### src/rtl/irq_agg_pkg.sv
// Shared types for the interrupt aggregator.
// Assumes no more than 256 ports or units, which the index width covers.
package irq_agg_pkg;

    localparam int IDX_W = 8;

    typedef enum logic [2:0] {
        RK_NONE,
        RK_STICKY,
        RK_ENABLE,
        RK_PORT_SUM,
        RK_GLOB_SUM,
        RK_GLOB_MASK
    } reg_kind_e;

    typedef struct packed {
        reg_kind_e        kind;
        logic [IDX_W-1:0] unit;
        logic [IDX_W-1:0] port;
    } reg_sel_t;

endpackage

### src/rtl/irq_addr_decode.sv
// Address decoder: turns a bus address into a register kind plus unit and port index.
// Assumes the flat map of the brief: sticky/enable pairs, then port summaries,
// then the global summary and the global mask.
module irq_addr_decode
    import irq_agg_pkg::*;
#(
    parameter int NUM_PORTS = 2,
    parameter int NUM_SUBS  = 3,
    parameter int ADDR_W    = 6
) (
    input  logic [ADDR_W-1:0] addr,
    output reg_sel_t          sel
);
    localparam int NUM_UNITS = NUM_PORTS * NUM_SUBS;
    localparam int PSUM_BASE = 2 * NUM_UNITS;
    localparam int GSUM_ADDR = PSUM_BASE + NUM_PORTS;
    localparam int GMSK_ADDR = GSUM_ADDR + 1;

    // Classify the address and derive indices arithmetically.
    always_comb begin
        int a;
        a        = int'(addr);
        sel.kind = RK_NONE;
        sel.unit = '0;
        sel.port = '0;
        if (a < PSUM_BASE) begin
            sel.kind = (a % 2 == 0) ? RK_STICKY : RK_ENABLE;
            sel.unit = IDX_W'(a / 2);
            sel.port = IDX_W'((a / 2) / NUM_SUBS);
        end else if (a < GSUM_ADDR) begin
            sel.kind = RK_PORT_SUM;
            sel.port = IDX_W'(a - PSUM_BASE);
        end else if (a == GSUM_ADDR) begin
            sel.kind = RK_GLOB_SUM;
        end else if (a == GMSK_ADDR) begin
            sel.kind = RK_GLOB_MASK;
        end
    end

endmodule

### src/rtl/irq_latch_bank.sv
// One sub-block's sticky status register and its enable register.
// Assumes clr_we and en_we are already qualified by the address decode.
// An event in the same cycle as a clear wins.
module irq_latch_bank #(
    parameter int STAT_BITS = 8
) (
    input  logic                 clk,
    input  logic                 rst_n,
    input  logic [STAT_BITS-1:0] evt,
    input  logic                 clr_we,
    input  logic                 en_we,
    input  logic [STAT_BITS-1:0] wdata,
    output logic [STAT_BITS-1:0] sticky_q,
    output logic [STAT_BITS-1:0] enable_q,
    output logic                 pending
);
    logic [STAT_BITS-1:0] clr_mask;

    // Clear mask is active only during a write to this sticky register.
    always_comb clr_mask = clr_we ? wdata : '0;

    // Sticky bits: keep the bits not cleared, then OR in new events.
    always_ff @(posedge clk) begin
        if (!rst_n) sticky_q <= '0;
        else        sticky_q <= (sticky_q & ~clr_mask) | evt;
    end

    // Enable register: plain read/write.
    always_ff @(posedge clk) begin
        if (!rst_n)     enable_q <= '0;
        else if (en_we) enable_q <= wdata;
    end

    // Sub-block request: any enabled sticky bit.
    always_comb pending = |(sticky_q & enable_q);

endmodule

### src/rtl/irq_summary.sv
// Port-level and global-level summaries.
// Assumes pending is ordered unit = port*NUM_SUBS + sub.
// The outputs are purely combinational, so they have no state to clear.
module irq_summary #(
    parameter int NUM_PORTS = 2,
    parameter int NUM_SUBS  = 3
) (
    input  logic [NUM_PORTS*NUM_SUBS-1:0] pending,
    output logic [NUM_PORTS*NUM_SUBS-1:0] port_sum,
    output logic [NUM_PORTS-1:0]          glob_sum
);
    for (genvar p = 0; p < NUM_PORTS; p++) begin : g_port
        // Port summary: one bit per sub-block of port p.
        always_comb port_sum[p*NUM_SUBS +: NUM_SUBS] = pending[p*NUM_SUBS +: NUM_SUBS];
        // Global bit p: port p has any active sub-block.
        always_comb glob_sum[p] = |pending[p*NUM_SUBS +: NUM_SUBS];
    end

endmodule

### src/rtl/irq_global_mask.sv
// Global per-port mask register and the final active-low output.
// Assumes we is already qualified by the address decode.
module irq_global_mask #(
    parameter int NUM_PORTS = 2
) (
    input  logic                 clk,
    input  logic                 rst_n,
    input  logic                 we,
    input  logic [NUM_PORTS-1:0] wdata,
    input  logic [NUM_PORTS-1:0] glob_sum,
    output logic [NUM_PORTS-1:0] mask_q,
    output logic                 irq_n
);
    // Mask register, cleared by reset so every port starts masked.
    always_ff @(posedge clk) begin
        if (!rst_n)  mask_q <= '0;
        else if (we) mask_q <= wdata;
    end

    // Pin is low when any unmasked port is active.
    always_comb irq_n = ~|(glob_sum & mask_q);

endmodule

### src/rtl/irq_aggregator.sv
// Top level of the three-level interrupt aggregator.
// Assumes STAT_BITS >= NUM_SUBS, STAT_BITS >= NUM_PORTS and
// 2**ADDR_W >= 2*NUM_PORTS*NUM_SUBS + NUM_PORTS + 2.
module irq_aggregator
    import irq_agg_pkg::*;
#(
    parameter int NUM_PORTS = 2,
    parameter int NUM_SUBS  = 3,
    parameter int STAT_BITS = 8,
    parameter int ADDR_W    = 6
) (
    input  logic                                  clk,
    input  logic                                  rst_n,
    input  logic [NUM_PORTS*NUM_SUBS*STAT_BITS-1:0] evt_i,
    input  logic                                  bus_wr,
    input  logic                                  bus_rd,
    input  logic [ADDR_W-1:0]                     bus_addr,
    input  logic [STAT_BITS-1:0]                  bus_wdata,
    output logic [STAT_BITS-1:0]                  bus_rdata,
    output logic                                  bus_rvalid,
    output logic                                  irq_n
);
    localparam int NUM_UNITS = NUM_PORTS * NUM_SUBS;
    localparam int FLAT_W    = NUM_UNITS * STAT_BITS;

    reg_sel_t               sel;
    logic [FLAT_W-1:0]      sticky_all;
    logic [FLAT_W-1:0]      enable_all;
    logic [NUM_UNITS-1:0]   pending;
    logic [NUM_UNITS-1:0]   port_sum;
    logic [NUM_PORTS-1:0]   glob_sum;
    logic [NUM_PORTS-1:0]   glob_mask;
    logic                   mask_we;
    logic [STAT_BITS-1:0]   rd_mux;
    logic [STAT_BITS-1:0]   rdata_q;
    logic                   rvalid_q;

    irq_addr_decode #(
        .NUM_PORTS(NUM_PORTS),
        .NUM_SUBS (NUM_SUBS),
        .ADDR_W   (ADDR_W)
    ) decode_i (
        .addr(bus_addr),
        .sel (sel)
    );

    for (genvar u = 0; u < NUM_UNITS; u++) begin : g_unit
        logic clr_we;
        logic en_we;

        // Write strobes for this unit's sticky and enable registers.
        always_comb begin
            clr_we = bus_wr && (sel.kind == RK_STICKY) && (sel.unit == IDX_W'(u));
            en_we  = bus_wr && (sel.kind == RK_ENABLE) && (sel.unit == IDX_W'(u));
        end

        irq_latch_bank #(
            .STAT_BITS(STAT_BITS)
        ) bank_i (
            .clk     (clk),
            .rst_n   (rst_n),
            .evt     (evt_i[u*STAT_BITS +: STAT_BITS]),
            .clr_we  (clr_we),
            .en_we   (en_we),
            .wdata   (bus_wdata),
            .sticky_q(sticky_all[u*STAT_BITS +: STAT_BITS]),
            .enable_q(enable_all[u*STAT_BITS +: STAT_BITS]),
            .pending (pending[u])
        );
    end

    irq_summary #(
        .NUM_PORTS(NUM_PORTS),
        .NUM_SUBS (NUM_SUBS)
    ) summary_i (
        .pending (pending),
        .port_sum(port_sum),
        .glob_sum(glob_sum)
    );

    // Mask write strobe; summary addresses get no strobe, so writes there are ignored.
    always_comb mask_we = bus_wr && (sel.kind == RK_GLOB_MASK);

    irq_global_mask #(
        .NUM_PORTS(NUM_PORTS)
    ) mask_i (
        .clk     (clk),
        .rst_n   (rst_n),
        .we      (mask_we),
        .wdata   (bus_wdata[NUM_PORTS-1:0]),
        .glob_sum(glob_sum),
        .mask_q  (glob_mask),
        .irq_n   (irq_n)
    );

    // Read multiplexer: zero-extended view of the selected register.
    always_comb begin
        rd_mux = '0;
        case (sel.kind)
            RK_STICKY: begin
                for (int u = 0; u < NUM_UNITS; u++)
                    if (int'(sel.unit) == u) rd_mux = sticky_all[u*STAT_BITS +: STAT_BITS];
            end
            RK_ENABLE: begin
                for (int u = 0; u < NUM_UNITS; u++)
                    if (int'(sel.unit) == u) rd_mux = enable_all[u*STAT_BITS +: STAT_BITS];
            end
            RK_PORT_SUM: begin
                for (int p = 0; p < NUM_PORTS; p++)
                    if (int'(sel.port) == p) rd_mux[NUM_SUBS-1:0] = port_sum[p*NUM_SUBS +: NUM_SUBS];
            end
            RK_GLOB_SUM:  rd_mux[NUM_PORTS-1:0] = glob_sum;
            RK_GLOB_MASK: rd_mux[NUM_PORTS-1:0] = glob_mask;
            default:      rd_mux = '0;
        endcase
    end

    // Registered read return: data one cycle after the strobe.
    always_ff @(posedge clk) begin
        if (!rst_n) begin
            rvalid_q <= 1'b0;
            rdata_q  <= '0;
        end else begin
            rvalid_q <= bus_rd;
            if (bus_rd) rdata_q <= rd_mux;
        end
    end

    assign bus_rdata  = rdata_q;
    assign bus_rvalid = rvalid_q;

endmodule

### config.mk
export PLATFORM = sky130hd
export DESIGN_NAME = irq_aggregator
export DESIGN_NICKNAME = d
export VERILOG_FILES = /design/src/rtl/irq_agg_pkg.sv /design/src/rtl/irq_addr_decode.sv /design/src/rtl/irq_latch_bank.sv /design/src/rtl/irq_summary.sv /design/src/rtl/irq_global_mask.sv /design/src/rtl/irq_aggregator.sv
export SDC_FILE = /design/constraint.sdc
export NUM_CORES = 1
export LEC_CHECK = 0
export ABC_AREA = 1
export CAP_MARGIN = 20
export CORE_ASPECT_RATIO = 1.75
export CORE_MARGIN = 5
export CORE_UTILIZATION = 68
export DETAILED_ROUTE_END_ITERATION = 16
export DONT_BUFFER_PORTS = 1
export PLACE_DENSITY = 0.84
export SLEW_MARGIN = 5
export SYNTH_ARGS = -nofsm -noshare
export SYNTH_HDL_FRONTEND = slang
export SYNTH_SLANG_ARGS = --single-unit
### constraint.sdc
create_clock -name clk -period 5.9 [get_ports clk]
set_clock_uncertainty 0.2 [all_clocks]
set_input_delay 0.295 -clock clk [delete_from_list [all_inputs] [get_ports clk]]
set_output_delay 0.295 -clock clk [all_outputs]
set_load 0.05 [all_outputs]
# Yosys cells after proc, flatten, opt, wreduce, memory -nomap -nowiden
# Cells that the tools add are included.
classes:
  n_addsub: 1
  mul: 0
  div_mod_pow: 1
  n_lt_le_gt_ge: 2
  n_eq_ne: 18
  shifts: 0
  n_mux: 31
  bitwise_logic: 25
  reduce_logical: 29
ops:
  columns: ["operator", "count"]
  rows:
  - ["8-bit 2-to-1 mux", 20]
  - ["8-bit AND", 12]
  - ["8-bit NOT", 6]
  - ["8-bit bitwise OR", 6]
  - ["24-bit OR reduction", 2]
  - ["8-bit OR reduction", 6]
  - ["6-bit by 3-bit divider with 32-bit output, second input constant", 1]
  - ["8-bit by 2-bit == test with 1-bit output, second input constant", 4]
  - ["8-bit by 3-bit == test with 1-bit output, second input constant", 4]
  - ["32-bit zero test", 1]
  - ["8-bit zero test", 3]
  - ["3-bit 2-to-1 mux", 6]
  - ["8-bit by 4-bit == test with 1-bit output, second input constant", 2]
  - ["1-bit logical AND", 15]
  - ["6-bit by 5-bit == test with 1-bit output, second input constant", 2]
  - ["6-bit by 4-bit < comparator with 1-bit output, second input constant", 2]
  - ["2-bit one-hot mux with 5 select lines", 1]
  - ["5-bit one-hot mux with 2 select lines", 1]
  - ["8-bit by 1-bit == test with 1-bit output, second input constant", 1]
  - ["6-bit by 4-bit subtractor with 7-bit output, second input constant", 1]
  - ["3-bit by 2-bit == test with 1-bit output, second input constant", 2]
  - ["3-bit == test, second input constant", 2]
  - ["5-bit 2-to-1 mux", 1]
  - ["3-bit by 1-bit == test with 1-bit output, second input constant", 1]
  - ["5 further kinds", 5]
totals:
  register_bits: 107
  latchBits: 0
  ramBits: 0
  romBits: 0
  inputBits: 66
  output_inout_bits: 10
  elab_cells: 122
  n_memories: 0

# Depth between registers and ports, before layout
# Gate-level depths: netlist of run 1.
depth:
  depth_word: 12
  ltp_mapped: 27
  mapped_depth_nobuf: 26

# Cells and area by module
# From an unflattened synthesis of run 1, not the netlist that was laid out.
unflattened:
  cells_unflattened: 992
  area_unflattened_um2: 6098.3
modules_own_cells:
  columns: ["module", "instances", "cells_each", "area_per_inst_um2", "seq_area_each_um2"]
  rows:
  - ["irq_latch_bank", 6, 90, 619.3, 320.3]
  - ["irq_aggregator", 1, 302, 1556.5, 180.2]
  - ["irq_addr_decode", 1, 122, 665.6, 0.0]
  - ["irq_global_mask", 1, 16, 92.6, 40.0]
  - ["irq_summary", 1, 12, 67.6, 0.0]

# Least setup slack after synthesis of run 1
# No wires, ideal clock.
synth_path:
  path_kind: "input to register"
  start: "input bus_addr[2]"
  end: "register rdata_q[2], in the netlist bus_rdata[2]"
  setup_ns: 0.131
  t_arrival_ns: 2.639
  t_required_ns: 5.569
  setup_slack_ns: 2.931
  path_stages: 27
  path_buffers: 1
  path_cell_list: "buf_2 inv_1 ha_1 inv_1 nand2_1 nand2_1 nand2_2 nand2_1 nand3_2 nand3_1 nand2_2 ha_1 inv_1 nand2_1 o21bai_1 a21oi_1 nand2_1 nand2_1 nand3_1 nand2_2 nand3_1 nand2_1 inv_1 nand2_1 nand2_1 nand2_1 a21oi_2"
synth_between:
  elab_chain_len: 10
  word_cells_on_any_way: 39
  classes_between: "add/sub: 1; div: 1; order compare: 2; eq/ne: 11; mux: 22; reduce/logical: 2"
synth_rtl:
  columns: ["item", "line", "rtl"]
  rows:
  - ["start, declared", "irq_aggregator.sv:17", "input logic [ADDR_W-1:0] bus_addr,"]
  - ["parallel branches: the longest is 9 deep, another holds 6-bit by 3-bit divider with 32-bit output", null, null]
  - ["1-bit one-hot mux with 3 select lines *", "irq_aggregator.sv:99", "case (sel.kind)"]
  - ["end signal, assigned", "irq_aggregator.sv:125", "if (bus_rd) rdata_q <= rd_mux;"]
  - ["end, declared", "irq_aggregator.sv:35", "logic [STAT_BITS-1:0] rdata_q;"]
# Every way passes the cells marked *.
# A chain may end at the register's enable or synchronous reset.

# Final worst setup path of run 1
layout_path:
  start: "register g_unit[4].bank_i.sticky_q[0]"
  end: "output irq_n"
layout_between:
  elab_chain_len: 5
layout_rtl:
  columns: ["item", "line", "rtl"]
  rows:
  - ["start, declared", "irq_latch_bank.sv:13", "output logic [STAT_BITS-1:0] sticky_q,"]
  - ["start signal, assigned", "irq_latch_bank.sv:25", "else sticky_q <= (sticky_q & ~clr_mask) | evt;"]
  - ["8-bit AND", "irq_latch_bank.sv:35", "always_comb pending = |(sticky_q & enable_q);"]
  - ["24-bit OR reduction", "irq_summary.sv:16", "always_comb glob_sum[p] = |pending[p*NUM_SUBS +: NUM_SUBS];"]
  - ["2-bit AND", "irq_global_mask.sv:21", "always_comb irq_n = ~|(glob_sum & mask_q);"]
  - ["2-bit OR reduction", "irq_global_mask.sv:21", null]
  - ["1-bit zero test", "irq_global_mask.sv:21", null]
  - ["end, declared", "irq_aggregator.sv:21", "output logic irq_n"]
# No other way between the ends.

==> results of run 1 <==
## routing by layer
layer,vias to the layer above,global-route usage
met4,0,0.286
li1,2661,-
met5,-,0
met2,404,0.619
met1,2676,0.393
met3,123,0.0700
## layout by cell type, fill, tap and decap left out, types with 2 or more instances in the layout
cell type / count
nand2_1: 105
nor2_1: 45
o21ai_0: 98
a21oi_2: 3
inv_2: 10
o22ai_1: 2
dlygate4sd3_1: 54
a221oi_1: 7
nand3_2: 3
a21oi_1: 127
clkinv_1: 2
o21ai_1: 2
dfxtp_1: 107
nand2_2: 6
clkbuf_16: 9
inv_1: 102
o211ai_1: 9
o221ai_1: 2
nand3_1: 32
a21o_1: 4
a22oi_1: 4
a221oi_2: 5
nand4_1: 3
a211oi_1: 17
nor3_1: 6
clkinvlp_4: 2
nor2_2: 6
o2111ai_1: 4
ha_1: 8
nor2_4: 2
a22o_1: 4
## state kept, by name, summed over array words and instances (netlist names)
signal	flops
mask_i.mask_q	2
g_unit.bank_i.sticky_q	48
bus_rdata	8
bus_rvalid	1
g_unit.bank_i.enable_q	48
## worst max-delay path, stage by stage, from the launching register on
cell,delay (ns)
dfxtp_1,0.34
a22o_1,0.25
a21oi_1,0.13
nand3_1,0.08
a211oi_1,0.54
nand3_1,0.21
a22o_1,0.23
inv_1,0.32
## metrics by stage
stage / setup slack, ns / util / cells / power [uW]
after detailed placement: 2.82 / 0.687 / 825 / 943
final: 2.94 / 0.795 / 896 / 1600
after CTS: 2.99 / 0.795 / 895 / 1590
after global placement: 2.90 / 0.687 / 825 / 938
after global routing: 2.84 / 0.795 / 896 / 1640
after floorplan: 2.93 / - / 770 / 903
## logic make-up after synthesis
logic type      Yosys count  synth area share
compound gates          291             0.308
simple gates            212             0.172
buf+inv                 150             0.108
flops                   107             0.391
fa+ha+maj                 8            0.0183
xor+xnor                  1           0.00160
mux                       1           0.00183
## cell type report
| class | instances | area [um2] |
|---|---|---|
| tap | 90 | 113 |
| multi-input combinational | 513 | 2740 |
| timing repair buffer | 55 | 548 |
| sequential | 107 | 2140 |
| clock inverter | 7 | 86.3 |
| inverter | 114 | 428 |
| antenna | 1 | 2.50 |
| clock buffer | 9 | 225 |
| fill | 555 | 1620 |
## how the worst min path moves through the flow
| stage | end | cells past startpoint | slack, ns | start |
|---|---|---|---|---|
| after floorplan | g_unit[0].bank_i.sticky_q[0] | 2 | 0.23 | evt_i[0] |
| after global placement | bus_rvalid | 2 | 0.20 | bus_rd |
| after detailed placement | bus_rvalid | 2 | 0.22 | bus_rd |
| after CTS | mask_i.mask_q[0] | 4 | 0.07 | bus_addr[0] |
| after global routing | mask_i.mask_q[1] | 4 | 0.10 | bus_addr[0] |
| final | mask_i.mask_q[1] | 4 | 0.08 | bus_addr[0] |
## power groups by stage
| stage | logic [uW] | clock network [uW] | registers, uW |
|---|---|---|---|
| floorplan | 115 | 0 | 788 |
| global placement | 143 | 0 | 795 |
| detailed placement | 147 | 0 | 796 |
| CTS | 181 | 629 | 780 |
| global route | 205 | 652 | 784 |
| finish | 189 | 628 | 781 |
## what timing repair did
| action | CTS | global route |
|---|---|---|
| hold buffers | 54 | 0 |
| buffers inserted | 0 | 0 |
| endpoints found under the setup margin | 0 | 0 |
| hold endpoints to repair | 91 | 0 |
==> impl_metrics.tcl, run 1 <==
set metrics [dict create \
    seq_area_frac_synth 0.391 \
    dr.max_layer_used "met4" \
    area_growth_syn_to_layout_pct 14.9 \
    wl_met1_um 6250 \
    comb_power_share 0.118 \
    cp-start-kind "register" \
    worstPathArrival_ns 2.46 \
    slew_headroom 0.237 \
    ant_nets 0 \
    synth.area.top_cells "dfxtp_1 (39%), a21oi_1 (12%), o21ai_0 (9.0%)" \
    post-dp-hpwl_um 12300 \
    clockRootBuffer "clkbuf_16" \
    power.density_nw_per_um2 254 \
    r2r_cells 11 \
    ir_worst_vdd_mv 0.216 \
    antenna_found_initial 1 \
    fin_crit_ns 2.96 \
    synth_seq_cells 107 \
    final_area_um2 6290 \
    r2r-start "g_unit[4].bank_i.sticky_q[0]" \
    p_leak_uw 0.00270 \
    cts_tree "done" \
    hold_viol 0 \
    synth_warnings 0 \
    dr.pass1.iters 6 \
    synth_nets 844 \
    grt_pass1_vias 5664 \
    synthDistinctLibCells 42 \
    coreArea_um2 7910 \
    finalMaxSlewViolations 0 \
    netlist_area_um2 5480 \
    yosysTopAreaCell "dfxtp_1" \
    r2r-end "bus_rdata[1]" \
    initial_core_util 0.692 \
    clockBufferDepth 2 \
    clk_pin_slew_ns 0.07 \
    rrSetupSlack_ns 3.41 \
    port_buffers 0 \
    hold_class "in2reg" \
    clock.fmax_mhz 338 \
    synth.avg_cell_area_um2 7.11 \
    final.setup.tns_ns 0 \
    cp.required_ns 5.41 \
    worst_slew_pin_slew_ns 1.14 \
    yosys-top-cells-count "a21oi_1 (127), dfxtp_1 (107), nand2_1 (105)" \
    die_y_um 129 \
    final_nets 874 \
    synth.most_common_cell "a21oi_1" \
    crit_start "g_unit[4].bank_i.sticky_q[0]" \
    synth-async-reset-ratio 0 \
    synth_top_area_share 0.391 \
    wl_met3_um 1600 \
    rows 43 \
    setup_viol 0 \
    track_usage 0.366 \
    cp_max_fo 3 \
    power_frac_clock 0.393 \
    boundaryPins 76 \
    die_area_um2 10000 \
    synth_edf_count 0 \
    met2WireLength_um 8930 \
    endpoint "irq_n" \
    drive_above_1_share 0.0683 \
    outcome "finished clean" \
    clk_latency_ns 0.36 \
    power_frac_seq 0.489 \
    holdWs_ns 0.0787 \
    maxCapViolCount 0 \
    cts_buffers 9 \
    clock_sinks 107 \
    path_class "reg2out" \
    drc_errors 0 \
    gp_congestion 0.968 \
    via_per_inst 6.54 \
    p_int_uw 1160 \
    syn-instance-count 770 \
    cp-end-kind "primary output" \
    htree_levels 3 \
    globalRouteOverflowTotal 0 \
    p_switching_uw 440 \
    cts_repair_resize_count 0 \
    swShare 0.276 \
    drt-initial-drc-count 552 \
    drt_wl_total_um 18500 \
    grt_pass1_wl_um 28600 \
    dpl_cell_area_um2 5430 \
    wl_per_cell_um 20.6 \
    grt_max_degree 75 \
    die_w_um 77.8 \
    synth-main-ff-cell "dfxtp_1" \
    rsz0062_at_grt "false" \
    fin_crit_sh 0.501 \
    vias 5864 \
]
Power figures use the tool's default switching activity.
==> run 2: changes to the inputs <==
--- a/config.mk
+++ b/config.mk
@@ -9,10 +9,10 @@
 export CAP_MARGIN = 20
 export CORE_ASPECT_RATIO = 1.75
 export CORE_MARGIN = 5
-export CORE_UTILIZATION = 68
+export CORE_UTILIZATION = 57
 export DETAILED_ROUTE_END_ITERATION = 16
 export DONT_BUFFER_PORTS = 1
-export PLACE_DENSITY = 0.84
+export PLACE_DENSITY = 0.75
 export SLEW_MARGIN = 5
 export SYNTH_ARGS = -nofsm -noshare
 export SYNTH_HDL_FRONTEND = slang
==> constraint.sdc (replaced) <==
create_clock -name clk -period 2.57 [get_ports clk]
set_clock_uncertainty 0.2 [all_clocks]
set_input_delay 0.1285 -clock clk [delete_from_list [all_inputs] [get_ports clk]]
set_output_delay 0.1285 -clock clk [all_outputs]
set_load 0.05 [all_outputs]
==> impl_metrics.tcl, run 2 (synthesized netlist as in run 1, its figures left out) <==
set metrics [dict create \
    outcome "finished clean" \
    cp-end-kind "primary output" \
    multi_input_area_um2 2820 \
    boundaryPins 76 \
    ir_worst_vdd_mv 0.507 \
    setup_viol 0 \
    swShare 0.260 \
    drt_wl_total_um 18100 \
    clockRootBuffer "clkbuf_16" \
    dr.pass1.iters 5 \
    min_to "g_unit[5].bank_i.sticky_q[0]" \
    seq_area_um2 2140 \
    mostFrequentLayoutCells "a21oi_1 (127), dfxtp_1 (107), nand2_1 (101), inv_1 (100), o21ai_0 (98)" \
    rsz0062_at_grt "false" \
    final_util 0.709 \
    area_growth_syn_to_layout_pct 21.8 \
    clock.fmax_mhz 421 \
    clk_latency_ns 0.36 \
    vias 5724 \
    grt_max_degree 35 \
    clk_pin_slew_ns 0.07 \
    comb_power_share 0.118 \
    cts_tree "done" \
    power_frac_seq 0.462 \
    cp-start-kind "register" \
    htree_levels 3 \
    cts_buffers 9 \
    stdcell_count 954 \
    post-dp-hpwl_um 13000 \
    worstPathCellList "a22o_1 -> a21oi_1 -> nand3_1 -> a211oi_1 -> buf_4 -> nand3_1 -> a22o_1 -> inv_1 -> buf_4" \
    track_usage 0.308 \
    r2r-end "bus_rdata[1]" \
    grt_pass1_vias 5653 \
    rrSetupSlack_ns 0.47 \
    hold_start "rst_n" \
    clockBufferDepth 2 \
    slowest_stage "dfxtp_1" \
    coreArea_um2 9410 \
    slew_headroom 0.307 \
    p_int_uw 2880 \
    hold_class "in2reg" \
    die_y_um 140 \
    dp.cells 880 \
    initial_core_util 0.582 \
    final_nets 901 \
    power_frac_clock 0.420 \
    final_common_cell "a21oi_1" \
    worstPathArrival_ns 2.05 \
    r2r_cells 12 \
    drt-initial-drc-count 487 \
    die_w_um 84.1 \
    ant_nets 0 \
    fin_crit_ns 2.38 \
    wl_per_cell_um 19.0 \
    port_buffers 0 \
    insertedDiodeCount 0 \
    cp_max_fo 3 \
    crit_start "g_unit[4].bank_i.sticky_q[0]" \
    fin_crit_sh 0.924 \
    holdPathStages 2 \
    n_fill_cell 775 \
    rows 47 \
    maxCapViolCount 0 \
    power_uw 3890 \
    cp.required_ns 2.24 \
    globalRouteOverflowTotal 0 \
    drc_errors 0 \
    antenna_found_initial 0 \
    worst_slew_pin_slew_ns 1.04 \
    holdWs_ns 0.0227 \
    critPathBufInv 3 \
    critical-path-top-delay-family "compound AO/OA/AOI/OAI gates" \
    max_stage_delay_ns 0.35 \
    final.setup.tns_ns 0 \
    die_area_um2 11700 \
    path_class "reg2out" \
    r2r-start "g_unit[4].bank_i.sticky_q[0]" \
    p_switching_uw 1010 \
    grt_pass1_wl_um 28500 \
    clock_sinks 107 \
    drive_above_1_share 0.109 \
    power.density_nw_per_um2 584 \
    via_per_inst 6.00 \
    finalMaxSlewViolations 0 \
    p_leak_uw 0.00286 \
    hold_viol 0 \
    gp_congestion 0.955 \
]
## run 2: changes by cell type in the layout (fill, tap and decap cells not counted), sizes merged
| cell | delta |
|---|---|
| dlygate4sd3 | +4 |
| clkinv | -1 |
| diode | -1 |
| clkinvlp | -1 |
| bufinv | +2 |
| buf | +23 |
## run 2: how the worst max path moves through the flow
stage,to,cells after the start,slack [ns]
3_5_place_dp,bus_rdata[1],24,-0.09
6_report,irq_n,9,0.19
3_3_place_gp,bus_rdata[1],24,-0.03
2_1_floorplan,bus_rdata[2],25,0.02
5_1_grt,bus_rdata[1],24,0.009
4_1_cts,irq_n,9,0.17
## run 2: layer usage
metal	GRT usage	routed length [um]	share of wire	vias up
met5	0	0	0	-
met4	0.209	1290	0.071	0
met3	0.0639	1170	0.064	78
met2	0.534	9230	0.51	290
met1	0.329	6440	0.36	2641
li1	-	-	-	2715
## run 2: timing repair
action / 4_1_cts / 5_1_grt
resized for setup: 0 / 1
endpoints found under the hold margin: 91 / 0
buffers inserted: 0 / 0
hold buffers: 58 / 0
endpoints found under the setup margin: 0 / 1
## run 2: power by group through the flow
| stage | Sequential (uW) | Combinational [uW] | Clock, uW |
|---|---|---|---|
| 6_report | 1800 | 460 | 1640 |
| 5_1_grt | 1800 | 503 | 1730 |
| 4_1_cts | 1790 | 451 | 1650 |
| 3_5_place_dp | 1830 | 369 | 0 |
| 3_3_place_gp | 1830 | 360 | 0 |
| 2_1_floorplan | 1810 | 278 | 0 |
## run 2: per-stage QoR
| stage | instance area [um2] | setup WS [ns] |
|---|---|---|
| floorplan | 5570 | 0.0159 |
| global placement | 5720 | -0.0272 |
| detailed placement | 5720 | -0.0913 |
| CTS | 6660 | 0.169 |
| global route | 6670 | 0.00851 |
| finish | 6670 | 0.195 |
## run 2: final cells by class
class                           instances  area share
Timing Repair Buffer                   82       0.114
Inverter                              114      0.0653
Multi-Input combinational cell        513       0.423
Clock inverter                          7      0.0201
Sequential cell                       107       0.321
Tap cell                              122      0.0229
Clock buffer                            9      0.0338
==> run 3: changes to the inputs <==
--- a/config.mk
+++ b/config.mk
@@ -8,8 +8,8 @@
 export ABC_AREA = 1
 export CAP_MARGIN = 20
 export CORE_ASPECT_RATIO = 1.75
-export CORE_MARGIN = 5
 export CORE_UTILIZATION = 57
+export CTS_CLUSTER_SIZE = 8
 export DETAILED_ROUTE_END_ITERATION = 16
 export DONT_BUFFER_PORTS = 1
 export PLACE_DENSITY = 0.75
==> impl_metrics.tcl, run 3 (synthesized netlist as in run 1, its figures left out) <==
set metrics [dict create \
    track_usage 0.371 \
    dr.pass1.iters 6 \
    htree_levels 3 \
    n_fill_cell 794 \
    via_per_inst 6.10 \
    path_class "reg2out" \
    final_area_um2 6670 \
    globalRouteOverflowTotal 0 \
    grt_pass1_vias 5750 \
    gp_congestion 0.977 \
    cts_tree "done" \
    cp_max_fo 3 \
    clockRootBuffer "clkbuf_16" \
    fin_crit_sh 0.963 \
    grt_pass1_wl_um 28500 \
    hold_viol 0 \
    drt-initial-drc-count 663 \
    clk_latency_ns 0.35 \
    grt_max_degree 42 \
    cp.required_ns 2.24 \
    max_stage_delay_ns 0.36 \
    insertedDiodeCount 0 \
    drc_errors 0 \
    antenna_found_initial 0 \
    rows 47 \
    final_common_cell "a21oi_1" \
    worstPathArrival_ns 2.15 \
    die_y_um 132 \
    fin_crit_ns 2.47 \
    port_buffers 0 \
    wl_per_cell_um 19.3 \
    die_area_um2 10000 \
    boundaryPins 76 \
    mostFrequentLayoutCells "a21oi_1 (127), dfxtp_1 (107), nand2_1 (101), inv_1 (100), o21ai_0 (98)" \
    post-dp-hpwl_um 12900 \
    initial_core_util 0.582 \
    final.setup.tns_ns 0 \
    p_leak_uw 0.00286 \
    drt_wl_total_um 18500 \
    clock.fmax_mhz 404 \
    clock_sinks 107 \
    setup_ws_ns 0.0961 \
    cts_buffers 9 \
    vias 5838 \
    stdcell_count 957 \
    ir_worst_vdd_mv 0.457 \
    ant_nets 0 \
    cp-end-kind "primary output" \
    drive_above_1_share 0.115 \
    clk_pin_slew_ns 0.08 \
    slew_headroom 0.275 \
    hold_class "in2reg" \
    setup_viol 0 \
    power.density_nw_per_um2 562 \
    maxCapViolCount 0 \
    dp.cells 883 \
    coreArea_um2 9410 \
    finalMaxSlewViolations 0 \
    cp-start-kind "register" \
    outcome "finished clean" \
    clockBufferDepth 2 \
    place_worst_setup_slack_ns -0.131 \
    dpl_cell_area_um2 5760 \
    area_growth_syn_to_layout_pct 21.8 \
    worst_slew_pin_slew_ns 1.08 \
    die_w_um 76.1 \
    slowest_stage "dfxtp_1" \
    final_nets 904 \
    worstPathCellList "a22o_1 -> a21oi_1 -> nand3_1 -> a211oi_1 -> buf_4 -> nand3_1 -> a22o_1 -> inv_1 -> buf_4" \
]
run 3: changes by cell type in the layout (fill, tap and decap cells not counted):
cell	previous run	this run
inv_8	2	1
nand2_2	10	8
bufinv_16	3	1
buf_12	0	1
mux2i_2	1	0
nand2_4	1	3
buf_4	24	28
inv_6	1	4
dlygate4sd3_1	58	56
mux2i_4	0	1
run 3: final timing paths:
path,startpoint,end,slack [ns],cells past startpoint
hold / removal,bus_wdata[3],g_unit[2].bank_i.enable_q[3],0.03,2
setup / recovery,g_unit[4].bank_i.sticky_q[0],irq_n,0.1,9
setup reg to reg,g_unit[4].bank_i.sticky_q[0],bus_rdata[1],0.27,12
hold reg to reg,mask_i.mask_q[1],mask_i.mask_q[1],0.29,2
run 3: report_power, final:
group          total (uW)  internal (uW)  switching (uW)
Clock                1470            779             691
Combinational         480            200             280
Sequential           1800           1720            77.1
Total                3750           2700            1050
run 3: layer usage:
| metal | vias to the layer above | track usage | routed length, um |
|---|---|---|---|
| met5 | - | 0 | 0 |
| met4 | 0 | 0.280 | 1310 |
| met3 | 91 | 0.0507 | 1200 |
| met2 | 329 | 0.663 | 9400 |
| met1 | 2695 | 0.388 | 6590 |
| li1 | 2723 | - | - |
run 3: through the flow:
step,power (uW),hold slack [ns],utilization
floorplan,2090,0.0625,-
global placement,2200,0.0346,0.612
detailed placement,2210,0.0462,0.612
CTS,3730,0.0105,0.705
global route,3860,0.0369,0.709
finish,3750,0.0322,0.709
run 3: final cells by class:
| type | instances | area (um2) | area share |
|---|---|---|---|
| clock buffer | 9 | 225 | 0.0338 |
| clock inverter | 7 | 88.8 | 0.0133 |
| timing repair buffer | 85 | 791 | 0.119 |
| tap | 122 | 153 | 0.0229 |
| multi-input combinational | 513 | 2840 | 0.425 |
| sequential | 107 | 2140 | 0.321 |
| inverter | 114 | 435 | 0.0653 |
run 3: critical path: cells and delay by family (launching register included):
kind,cells,cell delay [ns]
and+or+nand+nor,2,0.18
AOI/OAI and AO/OA,4,0.84
DFF,1,0.36
buffers and inverters,3,0.41
run 3: repair_timing:
item / CTS / global route
buffers inserted: 0 / 2
endpoints found under the setup margin: 0 / 3
hold endpoints to repair: 91 / 0
hold buffers: 56 / 0
resized for setup: 0 / 4
